`src/rtl/int_alu.sv`:
```
module int_alu #(
  parameter int W = 32
) (
  input  logic [W-1:0] opa,
  input  logic [W-1:0] opb,
  input  logic [3:0]   op_sel,
  output logic [W-1:0] result,
  output logic         zero_flag,
  output logic         ovf_flag,
  output logic         carry_flag
);
  localparam logic [3:0] OP_AND  = 4'b0000;
  localparam logic [3:0] OP_OR   = 4'b0001;
  localparam logic [3:0] OP_ADD  = 4'b0010;
  localparam logic [3:0] OP_ADDU = 4'b0011;
  localparam logic [3:0] OP_SUBU = 4'b0100;
  localparam logic [3:0] OP_SUB  = 4'b0110;
  localparam logic [3:0] OP_SLT  = 4'b0111;
  localparam logic [3:0] OP_SLTU = 4'b1000;
  localparam logic [3:0] OP_NOR  = 4'b1100;
  localparam logic [3:0] OP_XOR  = 4'b1101;
  localparam int MSB = W - 1;

  logic         use_sub;
  logic [W-1:0] b_path;
  logic [W:0]   sum_full;
  logic         sgn_ovf;
  logic         lt_s, lt_u;

  assign use_sub  = (op_sel == OP_SUB) || (op_sel == OP_SUBU) ||
                    (op_sel == OP_SLT) || (op_sel == OP_SLTU);
  assign b_path   = use_sub ? ~opb : opb;
  assign sum_full = {1'b0, opa} + {1'b0, b_path} + {{W{1'b0}}, use_sub};
  assign sgn_ovf  = (opa[MSB] == b_path[MSB]) && (sum_full[MSB] != opa[MSB]);
  assign lt_s     = sum_full[MSB] ^ sgn_ovf;
  assign lt_u     = ~sum_full[W];

  always_comb begin
    result     = '0;
    ovf_flag   = 1'b0;
    carry_flag = 1'b0;
    unique case (op_sel)
      OP_AND:  result = opa & opb;
      OP_OR:   result = opa | opb;
      OP_NOR:  result = ~(opa | opb);
      OP_XOR:  result = opa ^ opb;
      OP_ADD, OP_SUB: begin
        result     = sum_full[MSB:0];
        carry_flag = sum_full[W];
        ovf_flag   = sgn_ovf;
      end
      OP_ADDU, OP_SUBU: begin
        result     = sum_full[MSB:0];
        carry_flag = sum_full[W];
      end
      OP_SLT: begin
        result     = {{(W-1){1'b0}}, lt_s};
        carry_flag = sum_full[W];
      end
      OP_SLTU: begin
        result     = {{(W-1){1'b0}}, lt_u};
        carry_flag = sum_full[W];
      end
      default: result = '0;
    endcase
    zero_flag = ~|result;

    AST_NO_OVERFLOW: assert (!(ovf_flag && op_sel != OP_ADD && op_sel != OP_SUB));
    AST_CMP_SHAPE: assert (!((op_sel == OP_SLT || op_sel == OP_SLTU) && result[MSB:1] != '0));
    AST_SLTU_ORDER: assert (!(op_sel == OP_SLTU && result[0] != (opa < opb)));
    AST_SUBU_CARRY: assert (!(op_sel == OP_SUBU && carry_flag != (opa >= opb)));
    AST_ADD_OVF_SIGN: assert (!(op_sel == OP_ADD && ovf_flag && opa[MSB] != opb[MSB]));
    AST_LOGIC_NO_CARRY: assert (!(carry_flag && (op_sel == OP_AND || op_sel == OP_OR ||
                                 op_sel == OP_NOR || op_sel == OP_XOR)));
    AST_UNUSED_ZERO: assert (!(!use_sub && op_sel != OP_ADD && op_sel != OP_ADDU &&
                              op_sel != OP_AND && op_sel != OP_OR && op_sel != OP_NOR &&
                              op_sel != OP_XOR && !zero_flag));
  end
endmodule

```
`config.mk`:
```
export PLATFORM = sky130hd
export DESIGN_NAME = int_alu
export DESIGN_NICKNAME = d
export VERILOG_FILES = /design/src/rtl/int_alu.sv
export SDC_FILE = /design/constraint.sdc
export NUM_CORES = 1
export LEC_CHECK = 0
export BUFFER_PORTS_ARGS = -buffer_cell sky130_fd_sc_hd__buf_2
export CAP_MARGIN = 20
export CORE_MARGIN = 5
export CORE_UTILIZATION = 55
export DETAILED_ROUTE_END_ITERATION = 10
export PLACE_DENSITY = 0.81
export SLEW_MARGIN = 5
export SYNTH_ARGS = -nofsm -noshare
export SYNTH_HDL_FRONTEND = slang
export SYNTH_SLANG_ARGS = --single-unit
```
`constraint.sdc`:
```
create_clock -name vclk -period 7.3
set_clock_uncertainty 0.05 [all_clocks]
set_input_delay 1.095 -clock vclk [all_inputs]
set_output_delay 1.095 -clock vclk [all_outputs]
set_load 0.02 [all_outputs]
```
## After elaboration in Yosys (flattened, before gate mapping)

Index checks and enable logic that the tools add are counted.

- Register bits after elaboration: 0
- Bits in latches: 0
- Memory bits (writable): 0
- ROM bits: 0
- Memories: 0

- $add $sub $neg: 2
- $mul: 0
- Divide/modulo/power cells: 0
- Magnitude comparators: 0
- Equality and inequality tests: 11
- Shift-type cells: 0
- Mux-type cells: 4
- Bitwise operators: 7
- Reduce and logical (&&, ||, !) cells: 10

Operators with widths:

| cell | number |
|---|---|
| $pmux 32 s7 | 1 |
| $not 32->32 | 2 |
| $add 32x32->33 | 1 |
| $add 33x1->33 | 1 |
| $and 32x32->32 | 1 |
| $mux 32 | 1 |
| $or 32x32->32 | 1 |
| $reduce_or 32->1 | 1 |
| $xor 32x32->32 | 1 |
| $eq 4x3->1 const B | 3 |
| $eq 4x4->1 const B | 3 |
| $eq 4x2->1 const B | 2 |
| $reduce_or 6->1 | 1 |
| $eq 4x1->1 const B | 1 |
| $logic_not 4->1 | 1 |
| $reduce_or 4->1 | 1 |
| $logic_or 1x1->1 | 3 |
| $mux 1 | 2 |
| $reduce_or 2->1 | 1 |
| $eq 1x1->1 | 1 |
| $logic_and 1x1->1 | 1 |
| $logic_not 1->1 | 1 |
| $ne 1x1->1 | 1 |
| $not 1->1 | 1 |
| $xor 1x1->1 | 1 |

## Longest topological paths before layout

Gate-level depths: netlist (run 1).

- Word-level depth: 13
- Gate-level depth with buffers: 18
- Mapped depth without buffers: 15

## Worst setup path after synthesis (run 1)

OpenSTA, ideal clock, no wires.

- Path type: input to output
- Start point: in op_sel[0]
- End point: out zero_flag
- Arrival time: 5.199 ns
- Setup slack: 0.956 ns
- Stages: 17
- Path through: buf_6 > or4b_4 > a21boi_1 > buf_6 > clkbuf_1 > xnor2_1 > ha_1 > xor2_1 > nor3b_1 > a211oi_1 > o21ai_1 > or4b_1 > nor4_1 > or4b_1 > nor4_1 > nand4_1 > nor2_1

- Elaborated cells on any way between the ends: 25
- Those cells by class: add/sub: 2; eq/ne: 11; mux: 2; bitwise: 2; reduce/logical: 8

RTL lines:

| element | RTL line | source |
|---|---|---|
| start: declaration | 6 | `input logic [3:0] op_sel,` |
| $eq 4x3->1 | 30, 42 |  |
| $logic_or 1x1->1 (2 in a row) | 30 | `assign use_sub = (op_sel == OP_SUB) \|\| (op_sel == OP_SUBU) \|\|` |
| $logic_or 1x1->1 | 31 | `(op_sel == OP_SLT) \|\| (op_sel == OP_SLTU);` |
| $mux 32 | 32 | `assign b_path = use_sub ? ~opb : opb;` |
| $add 32x32->33 | 33 | `assign sum_full = {1'b0, opa} + {1'b0, b_path} + {{W{1'b0}}, use_sub};` |
| $add 33x1->33 | 33 |  |
| $pmux 32 s7 * | 42 | `unique case (op_sel)` |
| via result[2] | 7 | `output logic [W-1:0] result,` |
| $reduce_or 32->1 * | 66 | `zero_flag = ~\|result;` |
| $logic_not 1->1 * | 66 |  |
| end: declaration | 8 | `output logic zero_flag,` |

Mark *: on every way through the listed nets, which the timed path passes. The rest lies on a longest branch.

## Final worst setup path (run 1)

- Start point: in op_sel[1]
- End point: out zero_flag

- Cells in the longest elaborated chain, start to end: 13
- Elaborated cells on any way between the ends: 25
- Those cells by class: add/sub: 2; eq/ne: 11; mux: 2; bitwise: 2; reduce/logical: 8

RTL lines:

| element | RTL line | source |
|---|---|---|
| $eq 4x3->1 | 30, 42 |  |
| $logic_or 1x1->1 (2 in a row) | 30 |  |
| $logic_or 1x1->1 | 31 |  |
| $mux 32 | 32 |  |
| $add 32x32->33 | 33 |  |
| $add 33x1->33 | 33 |  |
| $ne 1x1->1 | 34 | `assign sgn_ovf = (opa[MSB] == b_path[MSB]) && (sum_full[MSB] != opa[MSB]);` |
| $logic_and 1x1->1 | 34 |  |
| $xor 1x1->1 | 35 | `assign lt_s = sum_full[MSB] ^ sgn_ovf;` |
| $pmux 32 s7 * | 42 |  |
| $reduce_or 32->1 * | 66 |  |
| $logic_not 1->1 * | 66 |  |

Every way passes the cells marked *; elsewhere a longest branch is shown, timed or not.

==> results of run 1 <==
logic make-up (layout without fill, tap and decap cells):
group,count (synthesis),in the layout
buffers and inverters,111,187
muxes,9,9
adders and majority gates,96,96
xor gates and xnor gates,50,50
AOI/OAI and AO/OA,209,209
and+or+nand+nor,177,177
Yosys cell counts (9+ instances only):
master / number
ha_1: 95
nand2_1: 45
nand4_1: 11
nor2_1: 44
nor3_1: 9
o21ai_0: 35
o211ai_1: 13
clkbuf_1: 28
a21oi_1: 52
a221oi_1: 10
inv_1: 74
nand3_1: 10
a22oi_1: 18
xnor2_1: 43
a21o_1: 13
report_power, final:
group / internal [uW] / switching, uW / leakage (uW) / total, uW
Clock: 0 / 0 / 0 / 0
Combinational: 222 / 351 / 0.00259 / 573
Sequential: 0 / 0 / 0 / 0
Total: 222 / 351 / 0.00259 / 573
metal layers:
layer,routed length [um],part of all wire [%]
met5,0,0
met4,461,3.2
met1,5570,39
met3,1370,9.6
met2,6910,48
worst min-delay path: stages:
cell and delay (ns):
buf_2 0.25, nor4b_1 0.10, buf_2 0.15
cell type report:
cell class                      instances  area, sq um  area share (%)
Timing Repair Buffer                  113          591            11.5
Tap cell                              105          131            2.55
Multi-Input combinational cell        541         4140            80.6
Inverter                               74          278            5.40
path summary, 6_finish.rpt:
kind / from / endpoint / slack (ns) / depth (start not counted)
max: op_sel[1] / zero_flag / 0.45 / 17
min: op_sel[3] / ovf_flag / 2.64 / 3
per-stage QoR:
stage               setup WS (ns)  total power, uW
CTS                         0.339              558
global placement            0.585              539
floorplan                   0.956              404
detailed placement          0.371              555
finish                      0.447              573
global route                0.319              623
cells in the final DEF, fill, tap and decap left out, drive strengths merged, types with 10 or more instances in the layout:
cell,count
nand3,12
o21ai,39
nor2,44
a21o,13
ha,95
a221oi,10
buf,113
a21oi,53
a22oi,18
inv,74
nand2,45
nor3,10
o211ai,13
xnor2,43
nand4,11
repair_timing:
item | CTS | global route
endpoints found under the setup margin | 0 | 1
resized for setup | 0 | 0
buffers inserted | 0 | 3
==> impl_metrics.csv, run 1 <==
group,metric,value,unit
placement,globalplace.congestion,1.02,
floorplan,ios,103,
finish,drive_gt1_share,19.1,%
sta,rsz0062_at_grt,"false",
synthesis,synthAdderAreaFrac,26.5,%
sta,final_max_slew_viol_count,0,
synthesis,yosys_warnings,0,
synthesis,netlist_instances,652,
synthesis,syn_area,0.00456,sq mm
min_path,hold_class,"in -> out",
grt,grt_pass1_vias,5056,
route,num_vias,5347,
synthesis,synth-simple-area-share,20.5,%
placement,dp_cells,830,
setup_path,startpoint_type,"input port",
floorplan,row_count,33,
synthesis,yosysTopAreaCell,"ha_1",
grt,grt.met1_usage,32.9,%
flow_run,maxCapViolCount,0,
setup_path,cp_cell_sequence,"buf_2 > or4b_4 > a21boi_4 > buf_4 > xnor2_1 > ha_1 > a21oi_1 > o21a_1 > nor2_1 > a211oi_1 > xor2_1 > o211ai_1 > or4b_1 > nor4_1 > nand4_1 > nor2_1 > buf_2",
sta,slew_headroom,38.8,%
setup_path,crit_type,"in -> out",
grt,busiest_layer,"met2",
setup_path,cp_top_family,"simple AND/OR/NAND/NOR gates",
grt,use_met2,47.4,%
power_and_ir_drop,power_leakage,0.00259,uW
grt,antenna_found_initial,0,
grt,overflow,0,
synthesis,synth_xor_area_share,9.61,%
clocking,hold_buffers,0,
grt,grt_pass1_wl,23100,um
synthesis,synth_nets,816,
route,finalWirelength,14300,um
setup_path,cp_slowest_cell,"or4b_4",
finish,post-route-util,63.2,%
synthesis,muxShareOfSynthArea,2.03,%
finish,seq_cells,0,
setup_path,max_stage_delay,0.58,ns
route,first_pass_iters,6,
floorplan,die_h,101,um
synthesis,syn_avg_cell_area,6.99,sq um
route,first_iter_violations,402,
finish,seq_area,0,sq um
finish,nets,894,
grt,use_met3,3.18,%
sta,fin_tns_setup,0,ns
sta,setup_viol,0,
synthesis,synth_area_leaders,"ha_1, xnor2_1, inv_1, a21oi_1, o21ai_0",
power_and_ir_drop,vdd_drop_max,0.0598,mV
finish,diodes,0,
grt,grt_max_degree,29,
synthesis,synth_top_area_share,26.1,%
route,remaining_drc_errors,0,
synthesis,ys_types,72,
floorplan,die_area,0.0102,sq mm
finish,final_cell_area,0.00514,sq mm
run_status,outcome,"complete, no violations",
finish,fin_cells,833,
sta,period_share,93.9,%
floorplan,core,0.00813,sq mm
synthesis,synth_seq_area_share,0,%
placement,dpl.hpwl,11300,um
floorplan,fp.dieW,101,um
synthesis,synth_compound_area_share,31.6,%
finish,clockBufferCount,0,
setup_path,crit_path_end_kind,"primary output",
route,wl_per_cell,17.2,um
finish,fillerInstances,717,
sta,fmax,0.146,GHz
setup_path,cp_data_arrival_time,5.71,ns
power_and_ir_drop,p_per_area,111,mW/mm^2
finish,area_growth,12.8,%
grt,track_usage,26.8,%
sta,hold_violations,0,
placement,detailed_place.area,0.00512,sq mm
route,antenna_left,0,
setup_path,path_max_fanout,22,
setup_path,cp.buffers_inverters,3,
floorplan,floorplan.initialDensity,56.0,%
setup_path,required,6.15,ns
synthesis,synth_top_family_by_area,"compound AO/OA/AOI/OAI gates",
sta,hold_ws,2.64,ns
sta,worst_slew_pin_slew,0.911,ns
route,avgViaCountPerCell,6.42,
placement,port_buffers,103,
sta,fin_crit,6.85,ns
(Power assumes the default switching activity.)
==> run 2, diff against run 1 <==
Settings changed: ABC_AREA set to 1.
==> run 2 against run 1 <==
  * Hold slack worse by 0.053 ns
  * Cell count up 22%
  * Die area up 1.9%
  * Non-clock buffer count down 4
==> impl_metrics.csv, run 2 <==
group,metric,value,unit
sta,rsz0062_at_grt,"false",
synthesis,synth_seq_area_share,0,%
setup_path,max_stage_delay,0.47,ns
grt,grt_max_degree,33,
power_and_ir_drop,pwr-share-seq,0,%
route,avgViaCountPerCell,5.59,
sta,fin_crit,5.92,ns
sta,worst_slew_pin_slew,0.619,ns
finish,area_growth,13.9,%
floorplan,ios,103,
power_and_ir_drop,power_leakage,0.00316,uW
flow_run,maxCapViolCount,0,
grt,overflow,0,
finish,drive_gt1_share,13.8,%
route,remaining_drc_errors,0,
sta,fin_tns_setup,0,ns
grt,antenna_found_initial,0,
finish,fillerInstances,843,
run_status,outcome,"complete, no violations",
setup_path,crit_type,"in -> out",
power_and_ir_drop,p_per_area,97.9,mW/mm^2
placement,detailed_place.area,0.00525,sq mm
floorplan,core,0.00822,sq mm
synthesis,synth_area_leaders,"ha_1, nand2_1, inv_1, xor2_1, o21ai_0",
finish,nets,1075,
route,num_vias,5668,
setup_path,cp.buffers_inverters,3,
grt,grt_pass1_wl,23100,um
setup_path,cp_top_family,"simple AND/OR/NAND/NOR gates",
placement,dpl.hpwl,11700,um
finish,post-route-util,64.6,%
sta,fmax,0.169,GHz
power_and_ir_drop,swShare,65.8,%
sta,hold_ws,2.59,ns
finish,clockBufferCount,0,
route,finalWirelength,14300,um
synthesis,netlist_instances,818,
floorplan,die_area,0.0104,sq mm
sta,slew_headroom,58.4,%
setup_path,startpoint_type,"input port",
sta,setup_viol,0,
synthesis,synth.most_common_cell,"nand2_1",
floorplan,row_count,33,
placement,globalplace.congestion,0.992,
placement,port_buffers,103,
synthesis,ys_types,40,
finish,mostFrequentLayoutCells,"nand2_1, inv_1, buf_2, ha_1, nor2_1",
synthesis,yosysTopAreaCell,"ha_1",
power_and_ir_drop,power_frac_comb,100.0,%
sta,final_max_slew_viol_count,0,
synthesis,syn_avg_cell_area,5.69,sq um
finish,final_cell_area,0.00530,sq mm
route,antenna_left,0,
setup_path,required,6.15,ns
synthesis,syn_area,0.00466,sq mm
floorplan,fp.dieW,102,um
route,first_pass_iters,5,
clocking,post_cts_buffers,0,
setup_path,cp_slowest_cell,"fa_1",
power_and_ir_drop,p_switching,341,uW
min_path,hold_class,"in -> out",
synthesis,synth_nets,982,
finish,seq_cells,0,
setup_path,path_max_fanout,31,
grt,grt_pass1_vias,5051,
setup_path,crit_top_cell,"nand2_1",
clocking,hold_buffers,0,
route,wl_per_cell,14.1,um
sta,hold_violations,0,
route,first_iter_violations,463,
synthesis,yosys_warnings,0,
grt,track_usage,26.5,%
synthesis,synthTopCellsByCount,"nand2_1, inv_1, ha_1",
floorplan,die_h,102,um
power_and_ir_drop,vdd_drop_max,0.0395,mV
floorplan,floorplan.initialDensity,56.7,%
power_and_ir_drop,p_clk_share,0,%
clocking,cts_resized,0,
finish,layout_commonest_cell,"nand2_1",
sta,period_share,81.1,%
setup_path,crit_path_end_kind,"primary output",
finish,seq_area,0,sq um
synthesis,synth_top_area_share,25.5,%
setup_path,cp_data_arrival_time,4.78,ns
setup_path,cp_cell_sequence,"buf_2 > nor2_4 > nand3_2 > nand2_1 > buf_4 > xor2_1 > fa_1 > o21ai_2 > nand2_1 > nand2_1 > nand2_1 > nand2_1 > nand2_1 > nand3_1 > nand2_1 > nor2_1 > nand2_1 > nor3_1 > nand3_1 > nor2_1 > buf_2",
power_and_ir_drop,intPower,178,uW
finish,diodes,0,
-- run 2: cell types whose count changed in the layout (fill, tap and decap cells not counted), sizes merged, moves of 18 or more --
cell	before	now
nand2	45	208
nor2	44	71
o21ai	39	60
a22oi	18	0
inv	74	149
nand3	12	59
xnor2	43	0
xor2	7	33
-- run 2: cells by family after synthesis --
kind of cell    count (synthesis)  share of synthesized area, %
xor+xnor                       33                          6.21
simple gates                  375                          34.6
fa+ha+maj                      96                          26.0
buf+inv                       167                          13.9
compound gates                147                          19.3
-- run 2: layer usage --
metal | wire (um) | GRT usage, % | share of wire [%] | up-vias
li1 | - | - | - | 2861
met1 | 6760 | 40.1 | 47 | 2562
met2 | 6220 | 43.0 | 44 | 231
met3 | 1180 | 0.819 | 8.3 | 14
met4 | 125 | 3.43 | 0.87 | 0
met5 | 0 | 0 | 0 | -
-- run 2: through the flow --
| stage | setup WS (ns) | total power (uW) | std cells |
|---|---|---|---|
| 6_report | 1.38 | 519 | 1014 |
| 5_1_grt | 1.13 | 582 | 1014 |
| 4_1_cts | 1.47 | 508 | 1011 |
| 3_5_place_dp | 1.48 | 505 | 1011 |
| 3_3_place_gp | 1.51 | 500 | 1011 |
| 2_1_floorplan | 2.22 | 359 | 818 |
-- run 2: path summary, 6_finish.rpt --
| path | cells after the start | startpoint | endpoint | slack [ns] |
|---|---|---|---|---|
| setup / recovery | 21 | op_sel[1] | zero_flag | 1.38 |
| hold / removal | 4 | opa[31] | ovf_flag | 2.59 |
-- run 2: area by class of cell --
type	instances	area [sq um]	area share (%)
multi-input combinational	651	4020	75.7
timing repair buffer	109	596	11.2
tap	105	131	2.48
inverter	149	559	10.5
-- run 2: worst min-delay path, cell delays in order --
cell	delay, ns
buf_2	0.13
xor2_1	0.07
nor2_1	0.08
buf_2	0.17
-- run 2: power groups by stage --
stage	Combinational (uW)	Clock (uW)	Sequential, uW
CTS	508	0	0
global placement	500	0	0
detailed placement	505	0	0
floorplan	359	0	0
finish	519	0	0
global route	582	0	0
==> run 3, diff against run 2 <==
Settings changed: ABC_AREA 1 to 0.
Clock period 7.3 ns to 5.8 ns, I/O delays scaled along.
==> run 3 against run 2 <==
  * Via count shrank 3.1%
  * Flip-flop and latch count is the same
  * Die area shrank 1.9%
  * Power grew 69%
  * Final area grew 12%
  * Cell count shrank 11%
  * Non-clock buffer count grew 77
  * Utilization grew 8.4 points
  * Routed wire length grew 12%
  * Sequential share of layout area is the same
  * First-iteration DRC count shrank 33%
  * Critical path depth shrank 5
  * Largest cell class unchanged
  * Largest power group unchanged
==> impl_metrics.csv, run 3 (same netlist as run 1, synthesis figures left out) <==
group,metric,value,unit
run_status,outcome,"complete, no violations",
placement,port_buffers,103,
grt,overflow,0,
min_path,min_path_cells,4,
power_and_ir_drop,power_leakage,0.00300,uW
sta,rsz0062_at_grt,"true",
floorplan,die_h,101,um
power_and_ir_drop,vdd_drop_max,0.0878,mV
grt,grt_max_degree,28,
placement,globalplace.congestion,0.981,
setup_path,path_max_fanout,4,
setup_path,required,4.88,ns
sta,fmax,0.174,GHz
finish,nets,967,
placement,detailed_place.area,0.00563,sq mm
floorplan,die_area,0.0102,sq mm
finish,clockBufferCount,0,
sta,fin_crit,5.73,ns
floorplan,row_count,33,
floorplan,fp.dieW,101,um
route,wl_per_cell,17.7,um
setup_path,crit_path_end_kind,"primary output",
setup_path,startpoint_type,"input port",
sta,setup_viol,0,
placement,dpl.hpwl,12800,um
floorplan,ios,103,
min_path,min_from,"op_sel[3]",
sta,hold_violations,0,
floorplan,core,0.00813,sq mm
finish,area_growth,30.2,%
route,num_vias,5492,
finish,diodes,0,
min_path,hold_class,"in -> out",
finish,multiInputGateArea,0.00436,sq mm
grt,antenna_found_initial,0,
finish,mostFrequentLayoutCells,"buf_2, ha_1, buf_4, inv_1, a21oi_1",
sta,final_max_slew_viol_count,0,
min_path,min_to,"ovf_flag",
sta,worst_slew_pin_slew,0.975,ns
sta,fin_tns_setup,0,ns
grt,grt_pass1_wl,24900,um
clocking,hold_buffers,0,
power_and_ir_drop,p_per_area,148,mW/mm^2
grt,grt_pass1_vias,5203,
setup_path,startpoint,"op_sel[2]",
finish,seq_cells,0,
route,first_iter_violations,311,
power_and_ir_drop,total_power,877,uW
route,antenna_left,0,
setup_path,crit_type,"in -> out",
flow_run,maxCapViolCount,0,
finish,layout_commonest_cell,"buf_2",
finish,fillerInstances,678,
setup_path,cp_data_arrival_time,4.81,ns
route,first_pass_iters,6,
sta,slew_headroom,34.5,%
finish,seq_area,0,sq um
route,avgViaCountPerCell,6.06,
grt,track_usage,29.5,%
route,finalWirelength,16000,um
sta,period_share,98.9,%
finish,drive_gt1_share,30.5,%
finish,post-route-util,72.9,%
route,remaining_drc_errors,0,
finish,final_cell_area,0.00593,sq mm
floorplan,floorplan.initialDensity,56.0,%
[run 3: through the flow]
stage                     worst slack (ns)  cells  hold WS, ns
after floorplan                   0.000219    652         1.97
after global placement             -0.0978    898         2.19
after detailed placement            -0.247    898         2.20
after CTS                          0.00464    897         2.20
after global routing               -0.0703    906         2.25
final                               0.0657    906         2.20
[run 3: how the worst max path moves through the flow]
stage                endpoint  slack [ns]  cells past startpoint
floorplan           zero_flag      0.0002                     18
global placement    zero_flag        -0.1                     19
detailed placement  zero_flag       -0.25                     18
CTS                 zero_flag       0.005                     15
global route        zero_flag       -0.07                     19
finish              zero_flag        0.07                     16
[run 3: timing repair]
action,in CTS,in global routing
resized for setup,20,28
setup endpoints to repair,2,5
pin swaps,9,25
setup buffers,0,9
[run 3: report_power, final]
part,leakage [uW],total (uW),switching [uW],internal (uW)
logic,0.00300,877,492,385
registers,0,0,0,0
clock network,0,0,0,0
total,0.00300,877,492,385
[run 3: area by class of cell]
class | instances | area share, %
Inverter | 74 | 4.68
Timing Repair Buffer | 186 | 19.7
Tap cell | 105 | 2.21
Multi-Input combinational cell | 541 | 73.5
[run 3: critical path, stage by stage]
cell and delay (ns):
buf_6 0.09, or4b_4 0.53, a21boi_4 0.18, mux2_4 0.28, fa_2 0.39, xor2_2 0.20
o22ai_2 0.09, a211oi_2 0.20, o21ai_1 0.12, or4b_4 0.51, nor4_4 0.15, or4b_4 0.51
nor4_4 0.25, nand4_1 0.15, nor2_2 0.15, buf_6 0.12
[run 3: layer usage]
layer | wire, um | track usage, % | vias up
met5 | 0 | 0 | -
met3 | 974 | 1.80 | 28
met2 | 8040 | 54.4 | 217
met1 | 6710 | 37.8 | 2576
met4 | 278 | 5.21 | 0
li1 | - | - | 2671
